===== config.mk =====
export PLATFORM = sky130hd
export DESIGN_NAME = idle_gap_inserter
export DESIGN_NICKNAME = d
export VERILOG_FILES = /design/src/rtl/idle_gap_pkg.sv /design/src/rtl/idle_gap_history.sv /design/src/rtl/idle_gap_decide.sv /design/src/rtl/idle_gap_strobe_gate.sv /design/src/rtl/idle_gap_inserter.sv
export SDC_FILE = /design/constraint.sdc
export NUM_CORES = 1
export LEC_CHECK = 0
export ABC_CLOCK_PERIOD_IN_PS = 2100
export BUFFER_PORTS_ARGS = -buffer_cell sky130_fd_sc_hd__buf_4
export CAP_MARGIN = 0
export CORE_AREA = 2 2 44 46
export DETAILED_ROUTE_END_ITERATION = 8
export DIE_AREA = 0 0 46 48
export PLACE_DENSITY = 0.59
export SETUP_SLACK_MARGIN = 0.1
export SKIP_LAST_GASP = 1
export SLEW_MARGIN = 20
export SYNTH_ARGS = -nofsm -noshare
export SYNTH_HDL_FRONTEND = slang
export SYNTH_HIERARCHICAL = 1
export SYNTH_SLANG_ARGS = --single-unit

===== constraint.sdc =====
create_clock -name clk -period 2.1 [get_ports clk]
set_clock_uncertainty 0.2 [all_clocks]
set_input_delay 0 -clock clk [delete_from_list [all_inputs] [get_ports clk]]
set_output_delay 0 -clock clk [all_outputs]
set_load 0.1 [all_outputs]

===== src/rtl/idle_gap_pkg.sv =====
package idle_gap_pkg;
  typedef enum logic {DIR_RD = 1'b0, DIR_WR = 1'b1} dir_e;

  // Conflict rule: a chip-select change, or a read landing after a write.
  function automatic logic gap_rule(input logic cs_differs, input dir_e prev_dir,
                                    input dir_e next_dir);
    return cs_differs || (prev_dir == DIR_WR && next_dir == DIR_RD);
  endfunction
endpackage


===== src/rtl/idle_gap_history.sv =====
module idle_gap_history #(
  parameter int CS_W = 3
) (
  input  logic            clk,
  input  logic            rst_n,
  input  logic            load_i,
  input  logic            clear_i,
  input  logic [CS_W-1:0] cs_i,
  input  logic            wr_i,
  output logic            vld_o,
  output logic [CS_W-1:0] cs_o,
  output logic            wr_o
);
  always_ff @(posedge clk or negedge rst_n) begin
    if (!rst_n) begin
      vld_o <= 1'b0;
      cs_o  <= '0;
      wr_o  <= 1'b0;
    end else if (load_i) begin
      vld_o <= 1'b1;
      cs_o  <= cs_i;
      wr_o  <= wr_i;
    end else if (clear_i) begin
      vld_o <= 1'b0;
    end
  end


  hist_clear_chk: assert property (@(posedge clk) disable iff (!rst_n)
    (clear_i && !load_i) |=> !vld_o);
endmodule


===== src/rtl/idle_gap_decide.sv =====
module idle_gap_decide
  import idle_gap_pkg::*;
#(
  parameter int N_CS = 6,
  parameter int CS_W = 3
) (
  input  logic            clk,
  input  logic            rst_n,
  input  logic            req_valid,
  input  logic [CS_W-1:0] req_cs,
  input  logic            req_wr,
  input  logic            acc_active,
  input  logic            hist_vld,
  input  logic [CS_W-1:0] hist_cs,
  input  logic            hist_wr,
  output logic            req_ready,
  output logic            idle_o,
  output logic            start_o,
  output logic            hist_load,
  output logic            hist_clear
);
  logic cs_ok;
  logic gap_now;

  always_comb begin
    cs_ok      = int'(req_cs) < N_CS;
    gap_now    = req_valid && cs_ok && hist_vld &&
                 gap_rule(req_cs != hist_cs, dir_e'(hist_wr), dir_e'(req_wr));
    idle_o     = !acc_active && gap_now;
    req_ready  = !acc_active && !gap_now;
    start_o    = req_valid && req_ready && cs_ok;
    hist_load  = start_o;
    hist_clear = !acc_active && !(req_valid && req_ready);
  end


  idle_single_chk: assert property (@(posedge clk) disable iff (!rst_n)
    idle_o |=> !idle_o);


  busy_hold_chk: assert property (@(posedge clk) disable iff (!rst_n)
    acc_active |-> (!req_ready && !start_o && !idle_o));
endmodule


===== src/rtl/idle_gap_strobe_gate.sv =====
module idle_gap_strobe_gate #(
  parameter int N_CS = 6,
  parameter int N_BS = 4,
  parameter int N_WR = 4
) (
  input  logic            force_hi,
  input  logic [N_CS-1:0] ncs_raw,
  input  logic [N_BS-1:0] nbs_raw,
  input  logic [N_WR-1:0] nwr_raw,
  input  logic            nrd_raw,
  output logic [N_CS-1:0] ncs_o,
  output logic [N_BS-1:0] nbs_o,
  output logic [N_WR-1:0] nwr_o,
  output logic            nrd_o
);
  for (genvar i = 0; i < N_CS; i++) begin : g_cs
    assign ncs_o[i] = ncs_raw[i] | force_hi;
  end
  for (genvar i = 0; i < N_BS; i++) begin : g_bs
    assign nbs_o[i] = nbs_raw[i] | force_hi;
  end
  for (genvar i = 0; i < N_WR; i++) begin : g_wr
    assign nwr_o[i] = nwr_raw[i] | force_hi;
  end
  assign nrd_o = nrd_raw | force_hi;
endmodule


===== src/rtl/idle_gap_inserter.sv =====
module idle_gap_inserter #(
  parameter int N_CS = 6,
  parameter int N_BS = 4,
  parameter int N_WR = 4,
  localparam int CS_W = (N_CS > 1) ? $clog2(N_CS) : 1
) (
  input  logic            clk,
  input  logic            rst_n,
  input  logic            req_valid,
  input  logic [CS_W-1:0] req_cs,
  input  logic            req_wr,
  output logic            req_ready,
  input  logic            acc_active,
  output logic            start_o,
  output logic [CS_W-1:0] start_cs,
  output logic            start_wr,
  output logic            idle_o,
  input  logic [N_CS-1:0] ncs_raw,
  input  logic [N_BS-1:0] nbs_raw,
  input  logic [N_WR-1:0] nwr_raw,
  input  logic            nrd_raw,
  output logic [N_CS-1:0] ncs_o,
  output logic [N_BS-1:0] nbs_o,
  output logic [N_WR-1:0] nwr_o,
  output logic            nrd_o
);
  logic            hist_vld, hist_wr, hist_load, hist_clear;
  logic [CS_W-1:0] hist_cs;

  idle_gap_history #(.CS_W(CS_W)) u_hist (
    .clk(clk), .rst_n(rst_n), .load_i(hist_load), .clear_i(hist_clear),
    .cs_i(req_cs), .wr_i(req_wr),
    .vld_o(hist_vld), .cs_o(hist_cs), .wr_o(hist_wr)
  );

  idle_gap_decide #(.N_CS(N_CS), .CS_W(CS_W)) u_decide (
    .clk(clk), .rst_n(rst_n), .req_valid(req_valid), .req_cs(req_cs),
    .req_wr(req_wr), .acc_active(acc_active),
    .hist_vld(hist_vld), .hist_cs(hist_cs), .hist_wr(hist_wr),
    .req_ready(req_ready), .idle_o(idle_o), .start_o(start_o),
    .hist_load(hist_load), .hist_clear(hist_clear)
  );

  idle_gap_strobe_gate #(.N_CS(N_CS), .N_BS(N_BS), .N_WR(N_WR)) u_gate (
    .force_hi(idle_o), .ncs_raw(ncs_raw), .nbs_raw(nbs_raw),
    .nwr_raw(nwr_raw), .nrd_raw(nrd_raw),
    .ncs_o(ncs_o), .nbs_o(nbs_o), .nwr_o(nwr_o), .nrd_o(nrd_o)
  );

  assign start_cs = req_cs;
  assign start_wr = req_wr;


  strobes_high_chk: assert property (@(posedge clk) disable iff (!rst_n)
    idle_o |-> (&ncs_o && &nbs_o && &nwr_o && nrd_o));


  back_to_back_chk: assert property (@(posedge clk) disable iff (!rst_n)
    (start_o && $past(start_o)) |->
      (start_cs == $past(start_cs) && !($past(start_wr) && !start_wr)));


  bad_index_chk: assert property (@(posedge clk) disable iff (!rst_n)
    (req_valid && int'(req_cs) >= N_CS) |-> !start_o);
endmodule


==> flow_metrics.py <==
metrics = {
    "run_status": {
        "status": "completed",
    },
    "clock_network": {
        "cts.path.max_buffers": 2,
        "cts_tree": "done",
        "clock_sinks": 5,
        "clkTransAtPathRegs_ns": 0.04,
        "cts_max_level": 1,
        "cts-root-buf": "clkbuf_4",
        "cts-buffers-inserted": 3,
        "clkLatencyLatePin_ns": 0.24,
    },
    "route": {
        "antenna_left": 0,
        "wl_microns": 1450,
        "via_per_inst": 4.45,
        "drc": 0,
        "dr_total_vias": 516,
        "wl_met1_microns": 486,
        "drt_iter0_drc": 0,
        "met3_length_microns": 243,
        "wl_met2_microns": 717,
        "post_drt_wl_per_cell_microns": 12.5,
        "maxUsedRoutingLayer": "met3",
        "first_pass_iters": 1,
    },
    "logic_synthesis": {
        "synth_fp_nets": 67,
        "synth_area_leaders": "dfrtp_1, or2_1, mux2_2",
        "netlist_instances": 44,
        "yosysTopAreaCellShare": 0.305,
        "syn_area_sq_um": 410,
        "yosys.area.top_type": "dfrtp_1",
        "async_flop_share": 1.00,
        "synthMostInstantiatedCell": "or2_1",
        "ys_warn_count": 6,
        "synth-seq-cells": 5,
        "syn_area_per_cell_sq_um": 9.33,
        "synth_common_cells": "or2_1, buf_4, dfrtp_1",
        "synth-main-ff-cell": "dfrtp_1",
        "synth-seq-area-share": 0.305,
        "ys_types": 16,
        "synth_edf_count": 0,
    },
    "finish": {
        "multi_input_area_sq_um": 308,
        "syn2layout_area_growth_pct": 174,
        "nNetsFinal": 123,
        "fin_cells": 116,
        "final_layout_size_suffix_gt1_frac": 0.758,
        "nFillCells": 120,
        "num_antenna_cells": 0,
        "fin_util": 0.666,
        "seq_area_sq_um": 125,
    },
    "worst_setup_path": {
        "worstPathRequired_ns": 1.90,
        "arrival_ns": 1.80,
        "critPathLaunch": "u_hist/cs_o[2]",
        "r2r_end": "u_hist/cs_o[1]",
        "startpoint_type": "flop",
        "cp_max_fo": 8,
        "worst_setup_path_end_kind": "output port",
        "critPathKind": "flop to output port",
        "crit_end": "ncs_o[0]",
        "r2r_start": "u_hist/cs_o[2]",
        "regToRegSetupSlack_ns": 0.12,
        "r2r_cells": 5,
    },
    "sta": {
        "clock.fmax_ghz": 0.500,
        "setup_viol": 0,
        "worst_pin_slew_ns": 0.295,
        "period_share": 0.952,
        "tns_ns": 0,
        "rsz0062_at_grt": "yes",
        "finalHoldViolations": 0,
        "fin_ws_ns": 0.100,
        "fin_crit_ns": 2.00,
        "relSlewSlack": 0.803,
        "slew_violations": 0,
    },
    "global_routing": {
        "grt_pass1_wl_microns": 1990,
        "grt_max_degree": 9,
        "grt_overflow": 0,
        "grt_usage": 0.129,
        "grt_antenna_before_repair": 0,
        "grt_pass1_vias": 498,
    },
    "die": {
        "die_area_sq_mm": 0.00221,
        "die_y_microns": 48,
        "io_pins": 45,
        "dieWidth_microns": 46,
        "core_area_sq_mm": 0.00169,
        "start_util": 0.243,
        "row_count": 15,
    },
    "worst_hold_path": {
        "holdCritStartpoint": "req_cs[0]",
        "hold_class": "primary input to output port",
    },
    "power": {
        "p_leak_nw": 0.529,
        "p_total_mw": 0.879,
        "vdd_drop_max_mv": 0.474,
        "p_per_area_mw_per_mm2": 781,
    },
    "place": {
        "io_buffers": 44,
        "dp_cells": 102,
        "place_ws_ns": 0.136,
        "gp_congestion": 0.726,
    },
    "job": {
        "cap_violations": 0,
    },
}
worst max-delay path, cell delays in order, from the launching register on:
cell	delay, ns
dfrtp_1	0.38
xor2_1	0.16
o41ai_2	0.33
buf_4	0.20
nor2_4	0.06
or2_4	0.25
buf_12	0.17
area by class of cell:
| cell class | instances | area share |
|---|---|---|
| clock buffer | 4 | 0.0234 |
| inverter | 1 | 0.00334 |
| multi-input combinational | 33 | 0.274 |
| sequential | 5 | 0.111 |
| tap | 17 | 0.0189 |
| timing repair buffer | 56 | 0.570 |
power by group:
group / switching, mW / internal, mW / total [mW]
Sequential: 0.0214 / 0.132 / 0.153
Combinational: 0.368 / 0.249 / 0.617
Clock: 0.0364 / 0.0716 / 0.108
Total: 0.426 / 0.453 / 0.879
worst min path at each step:
stage / end / slack, ns / cells past startpoint
6_report: start_cs[0] / 0.14 / 2
5_1_grt: start_cs[0] / 0.15 / 2
4_1_cts: start_cs[0] / 0.15 / 2
3_5_place_dp: u_hist/vld_o / -0.40 / 1
3_3_place_gp: u_hist/vld_o / -0.40 / 1
2_1_floorplan: u_hist/cs_o[0] / -0.50 / 0
flip-flops by register name, indices dropped and copies added (netlist names):
signal	count
u_hist/cs_o	3
u_hist/vld_o	1
u_hist/wr_o	1
kinds of logic after synthesis:
group,share of synthesized area
simple gates,0.277
buf+inv,0.128
compound gates,0.116
flops,0.305
mux,0.110
xor+xnor,0.0640
what timing repair did:
action                                  in CTS  in global routing
setup buffers                                1                  0
endpoints found under the setup margin      16                 20
gates cloned                                 1                  0
endpoints found under the hold margin       10                  0
hold buffers                                 8                  0
resized for setup                           27                 28
pin swaps                                    3                 15
placed cells by master (no fill, tap or decap), types with 2 or more instances in the layout:
master	netlist	layout
or2_4	0	15
clkbuf_4	0	3
buf_4	5	32
buf_12	0	16
nor2_4	0	2
dfrtp_1	5	5
dlygate4sd3_1	0	8
mux2_2	4	4
xor2_1	3	3
metal layers:
metal	global-route usage	up-vias
met1	0.131	224
met3	0.0453	0
li1	-	252
met5	0	-
met4	0.0686	0
met2	0.231	40
per-stage QoR:
stage | area [sq um] | hold WS (ns)
6_report | 1120 | 0.144
4_1_cts | 1010 | 0.146
2_1_floorplan | 459 | -0.496
3_3_place_gp | 785 | -0.395
5_1_grt | 1120 | 0.150
3_5_place_dp | 785 | -0.396
(Power assumes the default switching activity.)
